### src/rtl/win_shadow_bank.sv
module win_shadow_bank #(
  parameter int CW = 13
) (
  input  logic            clk,
  input  logic            rst_n,
  input  logic            bus_we,
  input  logic [5:0]      bus_addr,
  input  logic [31:0]     bus_wdata,
  output logic [31:0]     bus_rdata,
  input  logic            vsync,
  output logic [1:0]      win_en,
  output logic [1:0]      win_burst8,
  output logic [7:0]      win_fmt,
  output logic [63:0]     win_base,
  output logic [2*CW-1:0] win_width,
  output logic [2*CW-1:0] win_height,
  output logic [2*CW-1:0] win_offs_x,
  output logic [2*CW-1:0] win_offs_y,
  output logic [2*CW-1:0] win_tl_x,
  output logic [2*CW-1:0] win_tl_y,
  output logic [2*CW-1:0] win_br_x,
  output logic [2*CW-1:0] win_br_y,
  output logic [47:0]     win_alpha0,
  output logic [47:0]     win_alpha1,
  output logic [23:0]     win1_key
);
  localparam int NREG = 9;
  localparam logic [31:0] XY_MASK = {{(16-CW){1'b0}}, {CW{1'b1}}, {(16-CW){1'b0}}, {CW{1'b1}}};

  function automatic logic [31:0] reg_mask(input logic w, input logic [3:0] i);
    case (i)
      4'd0:                   reg_mask = 32'hFFFF_FFFF;
      4'd1, 4'd2, 4'd3, 4'd4: reg_mask = XY_MASK;
      4'd5, 4'd6:             reg_mask = 32'h00FF_FFFF;
      4'd7:                   reg_mask = 32'h0000_00F3;
      4'd8:                   reg_mask = w ? 32'h00FF_FFFF : 32'h0;
      default:                reg_mask = 32'h0;
    endcase
  endfunction

  logic [31:0] shd [2][NREG];
  logic [31:0] act [2][NREG];
  logic [1:0]  prot, pend;
  logic        req;

  wire        glob   = bus_addr[5];
  wire        wsel   = bus_addr[4];
  wire [3:0]  ridx   = bus_addr[3:0];
  wire [31:0] wmask  = glob ? 32'h0 : reg_mask(wsel, ridx);
  wire        wr_win = bus_we && !glob && (wmask != 32'h0);
  wire        wr_ctl = bus_we && glob && (ridx == 4'd0);
  wire        xfer   = vsync && req;
  wire [1:0]  copy   = xfer ? ~prot : 2'b00;
  wire        held   = |(prot & pend);

  always_ff @(posedge clk) begin
    if (!rst_n) begin
      for (int w = 0; w < 2; w++)
        for (int i = 0; i < NREG; i++) begin
          shd[w][i] <= '0;
          act[w][i] <= '0;
        end
      prot <= '0;
      pend <= '0;
      req  <= 1'b0;
    end else begin
      for (int w = 0; w < 2; w++) begin
        for (int i = 0; i < NREG; i++) begin
          if (copy[w]) act[w][i] <= shd[w][i];
          if (wr_win && (wsel == w[0]) && (ridx == i[3:0]))
            shd[w][i] <= bus_wdata & wmask;
        end
        if (wr_win && (wsel == w[0])) pend[w] <= 1'b1;
        else if (copy[w])             pend[w] <= 1'b0;
      end
      if (wr_ctl) prot <= bus_wdata[2:1];
      if (wr_ctl && bus_wdata[0]) req <= 1'b1;
      else if (xfer && !held)     req <= 1'b0;
    end
  end

  always_comb begin
    bus_rdata = '0;
    if (glob) begin
      if (ridx == 4'd0) bus_rdata = {26'd0, pend, 1'b0, prot, req};
    end else begin
      for (int w = 0; w < 2; w++)
        for (int i = 0; i < NREG; i++)
          if ((wsel == w[0]) && (ridx == i[3:0])) bus_rdata = shd[w][i];
    end
  end

  logic unused_act;
  always_comb begin
    unused_act = 1'b0;
    for (int w = 0; w < 2; w++)
      for (int i = 0; i < NREG; i++) unused_act = unused_act ^ (^act[w][i]);
  end

  for (genvar w = 0; w < 2; w++) begin : g_out
    assign win_base  [w*32 +: 32] = act[w][0];
    assign win_width [w*CW +: CW] = act[w][1][CW-1:0];
    assign win_height[w*CW +: CW] = act[w][1][16 +: CW];
    assign win_offs_x[w*CW +: CW] = act[w][2][CW-1:0];
    assign win_offs_y[w*CW +: CW] = act[w][2][16 +: CW];
    assign win_tl_x  [w*CW +: CW] = act[w][3][CW-1:0];
    assign win_tl_y  [w*CW +: CW] = act[w][3][16 +: CW];
    assign win_br_x  [w*CW +: CW] = act[w][4][CW-1:0];
    assign win_br_y  [w*CW +: CW] = act[w][4][16 +: CW];
    assign win_alpha0[w*24 +: 24] = act[w][5][23:0];
    assign win_alpha1[w*24 +: 24] = act[w][6][23:0];
    assign win_en[w]              = act[w][7][0];
    assign win_burst8[w]          = act[w][7][1];
    assign win_fmt   [w*4 +: 4]   = act[w][7][7:4];
  end
  assign win1_key = act[1][8][23:0];
endmodule

### config.mk
export PLATFORM = sky130hd
export DESIGN_NAME = win_shadow_bank
export DESIGN_NICKNAME = d
export VERILOG_FILES = /design/src/rtl/win_shadow_bank.sv
export SDC_FILE = /design/constraint.sdc
export NUM_CORES = 1
export LEC_CHECK = 0
export ABC_AREA = 0
export BUFFER_PORTS_ARGS = -buffer_cell sky130_fd_sc_hd__buf_2
export CAP_MARGIN = 15
export CORE_MARGIN = 1
export CORE_UTILIZATION = 52
export CTS_CLUSTER_SIZE = 10
export DETAILED_ROUTE_END_ITERATION = 10
export GPL_TIMING_DRIVEN = 0
export PLACE_DENSITY_LB_ADDON = 0.25
export SLEW_MARGIN = 15
export SYNTH_ARGS = -nofsm -noshare
export SYNTH_HDL_FRONTEND = slang
export SYNTH_SLANG_ARGS = --single-unit
export TNS_END_PERCENT = 10
### constraint.sdc
create_clock -name clk -period 18.15 [get_ports clk]
set_input_delay 4.5375 -clock clk [delete_from_list [all_inputs] [get_ports clk]]
set_output_delay 4.5375 -clock clk [all_outputs]
set_load 0.05 [all_outputs]
==> impl_metrics.prom <==
# TYPE chip_impl_metric gauge
chip_impl_info{name="outcome",value="complete, no violations"} 1
chip_impl_metric{name="die-width",unit="um"} 278.2
chip_impl_metric{name="grt_max_degree",unit=""} 32
chip_impl_info{name="synthDominantAreaCellType",value="sky130_fd_sc_hd__edfxtp_1"} 1
chip_impl_metric{name="synth_top_area_share",unit="%"} 74.20
chip_impl_metric{name="gr-usage-all-layers",unit="%"} 45.18
chip_impl_metric{name="area.growth.synth_to_final",unit="%"} 20.58
chip_impl_metric{name="finClkSkew",unit="ns"} 0.02948
chip_impl_metric{name="grt_antenna_before_repair",unit=""} 17
chip_impl_metric{name="num-fill-cells",unit=""} 5516
chip_impl_metric{name="detail_route.first_pass.iterations",unit=""} 6
chip_impl_metric{name="pwr-share-comb",unit="%"} 9.8
chip_impl_info{name="timing.critical_path.slowest_stage_cell",value="sky130_fd_sc_hd__buf_1"} 1
chip_impl_metric{name="cts-buffers-inserted",unit=""} 111
chip_impl_metric{name="fraction_of_layout_cells_with_a_size_suffix_above_1",unit="%"} 22.43
chip_impl_metric{name="synth.lib_cells_used.distinct",unit=""} 68
chip_impl_metric{name="setup_viol",unit=""} 0
chip_impl_info{name="min-delay-path-class",value="reg -> reg"} 1
chip_impl_metric{name="first_pass_grt_wire_length",unit="mm"} 234.2
chip_impl_metric{name="slowest_delay",unit="ns"} 1.07
chip_impl_metric{name="initial_utilization",unit="%"} 52.92
chip_impl_metric{name="vdd.ir_drop.worst",unit="mV"} 0.07775
chip_impl_metric{name="multi_input_area",unit="sq um"} 9813
chip_impl_metric{name="insertion_delay",unit="ns"} 0.69
chip_impl_metric{name="global_route.overflow_total",unit=""} 0
chip_impl_metric{name="met3RoutedLength",unit="mm"} 26.33
chip_impl_metric{name="count_of_warnings_emitted_by_yosys",unit=""} 0
chip_impl_metric{name="vias_in_the_first_global_route",unit=""} 28700
chip_impl_metric{name="cp_data_arrival_time",unit="ns"} 9.53
chip_impl_metric{name="globalplace.congestion",unit=""} 1.099
chip_impl_metric{name="required",unit="ns"} 13.61
chip_impl_metric{name="die_h",unit="um"} 278.2
chip_impl_metric{name="tightest_pin_transition",unit="ns"} 1.394
chip_impl_metric{name="finalWorstPathRequiredPeriod",unit="ns"} 14.07
chip_impl_metric{name="switching_power",unit="mW"} 1.373
chip_impl_metric{name="postSynth.asyncResetShare",unit="%"} 0
chip_impl_metric{name="wl_cell",unit="um"} 39.24
chip_impl_metric{name="synth_sequential_area_ratio",unit="%"} 74.45
chip_impl_metric{name="fin_util",unit="%"} 63.81
chip_impl_metric{name="post-cts-setup-buffer-count",unit=""} 0
chip_impl_metric{name="clock_tree.htree_level_count",unit=""} 3
chip_impl_metric{name="finalMaxSlewViolations",unit=""} 0
chip_impl_metric{name="cts_resized",unit=""} 0
chip_impl_info{name="unrepaired_setup_endpoints_after_global_routing",value="false"} 1
chip_impl_metric{name="power.sequential.fraction",unit="%"} 51.1
chip_impl_info{name="category_of_the_worst_setup_path_launch_point",value="primary input"} 1
chip_impl_metric{name="num_rows",unit=""} 100
chip_impl_info{name="cts_tree",value="done"} 1
chip_impl_metric{name="max-clock-path-buffers",unit=""} 3
chip_impl_metric{name="setup-tns-final",unit="ns"} 0
chip_impl_metric{name="drt_first_iter_violations",unit=""} 5082
chip_impl_metric{name="register_bit_count_reported_by_yosys",unit=""} 985
chip_impl_metric{name="m1WireLength",unit="mm"} 62.69
chip_impl_metric{name="timing.final.hold_violations",unit=""} 0
chip_impl_metric{name="avgViaCountPerCell",unit=""} 6.686
chip_impl_metric{name="syn-cell-area",unit="sq um"} 39660
chip_impl_metric{name="die_area",unit="sq um"} 77380
chip_impl_metric{name="route.met2.wl",unit="mm"} 76.18
chip_impl_metric{name="p_leak",unit="nW"} 17.68
chip_impl_metric{name="ant_nets",unit=""} 0
chip_impl_metric{name="cts.sink_count",unit=""} 985
chip_impl_metric{name="dpl-instance-area",unit="sq um"} 44650
chip_impl_metric{name="critical_path.n_buffers_inverters",unit=""} 6
chip_impl_metric{name="power_switching_share",unit="%"} 26.30
chip_impl_metric{name="achievable-frequency",unit="GHz"} 0.07109
chip_impl_metric{name="storage_element_area",unit="sq um"} 29530
chip_impl_info{name="critPathTopFamily",value="buffers and inverters"} 1
chip_impl_info{name="crit_type",value="in -> out"} 1
chip_impl_metric{name="p_clk_share",unit="%"} 39.1
chip_impl_metric{name="post_synth_inst_count",unit=""} 2764
chip_impl_metric{name="cts-hold-fix-buffers",unit=""} 0
chip_impl_info{name="worst_path_most_repeated_cell",value="sky130_fd_sc_hd__buf_2"} 1
chip_impl_metric{name="final_min_period_over_clock_period",unit="%"} 77.50
chip_impl_metric{name="via_total_after_detailed_routing",unit=""} 29940
chip_impl_metric{name="cts.clk_slew.worst_paths",unit="ns"} 0.06
chip_impl_info{name="dr.max_layer_used",value="met5"} 1
chip_impl_metric{name="cap_viol_max_count",unit=""} 0
chip_impl_metric{name="synthesized_area_per_cell",unit="sq um"} 14.35
chip_impl_metric{name="core_area",unit="sq um"} 74950
chip_impl_metric{name="critical_path_peak_fanout",unit=""} 10
chip_impl_metric{name="buffer_ports.inserted",unit=""} 476
chip_impl_info{name="critical_path.cell_chain",value="buf_2, buf_2, buf_2, buf_2, buf_1, o22ai_1, o21ai_0, o21ai_0, a41oi_1, buf_2"} 1
chip_impl_metric{name="synth_enable_flop_cells",unit=""} 980
chip_impl_metric{name="total_wire_length",unit="mm"} 175.7
chip_impl_metric{name="max_slew_margin",unit="%"} 7.053
chip_impl_metric{name="drc",unit=""} 0
chip_impl_metric{name="finish.instance_area",unit="sq um"} 47820
chip_impl_metric{name="design.final.nets",unit=""} 3510
chip_impl_metric{name="hold-worst-slack",unit="ns"} 0.5159
chip_impl_info{name="synthTopCellsByArea",value="sky130_fd_sc_hd__edfxtp_1 74%, sky130_fd_sc_hd__and2_1 6.3%, sky130_fd_sc_hd__nor2_1 3.1%, sky130_fd_sc_hd__a21oi_1 1.5%, sky130_fd_sc_hd__nand2_1 1.4%"} 1
chip_impl_metric{name="post-dp-hpwl",unit="mm"} 130.8
chip_impl_info{name="most_used_dff_post_synth",value="sky130_fd_sc_hd__edfxtp_1"} 1
chip_impl_info{name="cts_root_buffer",value="sky130_fd_sc_hd__clkbuf_16"} 1
chip_impl_metric{name="power_per_cell_area",unit="nW/um^2"} 109.1
chip_impl_info{name="critPathCaptureType",value="output port"} 1
chip_impl_metric{name="boundaryPins",unit=""} 478
chip_impl_metric{name="cellInternalPower",unit="mW"} 3.847
## power groups by stage
stage               logic [mW]  registers [mW]  clock network, mW
floorplan                0.154            2.82                  0
global placement         0.458            2.74                  0
detailed placement       0.487            2.71                  0
CTS                      0.489            2.67               2.02
global route             0.508            2.67               2.11
finish                   0.510            2.67               2.04
## worst register-to-register path, cell delays in order (launching register included)
cell and delay, ns:
sky130_fd_sc_hd__dfxtp_1 0.38, sky130_fd_sc_hd__nand3_1 0.46, sky130_fd_sc_hd__nor2_1 0.68, sky130_fd_sc_hd__clkbuf_1 0.75, sky130_fd_sc_hd__clkbuf_1 0.74, sky130_fd_sc_hd__and2_1 0.30
## metrics by stage
step,instances,power (mW),worst slack (ns)
after CTS,4472,5.176,4.618
final,4478,5.219,4.083
after detailed placement,4322,3.198,4.618
after global routing,4476,5.289,4.419
after global placement,4282,3.198,-4.682
after floorplan,2837,2.975,-0.1698
## final cells by class
cell class	count	area share, %
Antenna cell	4	0.02093
Buffer	181	1.614
Clock buffer	134	6.054
Clock inverter	16	0.4605
Inverter	18	0.1413
Multi-Input combinational cell	1653	20.52
Sequential cell	985	61.74
Tap cell	969	2.535
Timing Repair Buffer	518	6.912
## kinds of logic (layout without fill, tap and decap cells)
kind of cell | count (synthesis) | in the layout | synth area share, %
compound gates | 502 | 502 | 8.329
other cells | 1 | 78 | 0.009455
mux | 74 | 74 | 2.205
flops | 985 | 985 | 74.45
buf+inv | 199 | 867 | 2.111
simple gates | 1002 | 1002 | 12.87
xor+xnor | 1 | 1 | 0.02209
## registers in the layout (all words and copies together), names as in the netlist
signal and cells:
req 1, shd 576, act 404, pend 2, prot 2
## layout by cell type, fill, tap and decap left out, drive strengths merged, types with 13 or more instances in the layout
master / netlist / layout
edfxtp: 980 / 980
buf: 69 / 586
and2: 401 / 401
nor2: 332 / 332
clkbuf: 112 / 247
nand2: 150 / 150
a21oi: 122 / 122
o21ai: 107 / 107
conb: 1 / 74
mux2i: 48 / 48
o22ai: 44 / 44
a22oi: 41 / 41
nor3: 26 / 26
a221oi: 24 / 24
nand3: 20 / 20
a221o: 20 / 20
inv: 17 / 20
a31oi: 19 / 19
mux2: 17 / 17
o211ai: 17 / 17
a211oi: 14 / 14
o221ai: 13 / 13
a21o: 13 / 13
## worst paths after layout
path | startpoint | slack (ns) | depth (start not counted) | endpoint
setup / recovery | bus_addr[1] | 4.08 | 10 | bus_rdata[3]
setup reg to reg | req | 14.70 | 5 | act[1][220]
hold reg to reg | req | 0.52 | 2 | req
hold / removal | req | 0.52 | 2 | req
## metal layers
layer  global-route usage [%]  vias up
met2                    66.29     2766
li1                         -    11590
met3                    16.32      546
met5                        0        -
met4                    23.03       10
met1                    59.39    15030
## cell usage after synthesis, drive strengths merged (19+ instances only)
master	count
edfxtp	980
clkbuf	112
nor3	26
a21oi	122
o22ai	44
nand2	150
a221o	20
nand3	20
a221oi	24
a22oi	41
and2	401
mux2i	48
a31oi	19
o21ai	107
nor2	332
buf	69
(Power assumes the default switching activity.)
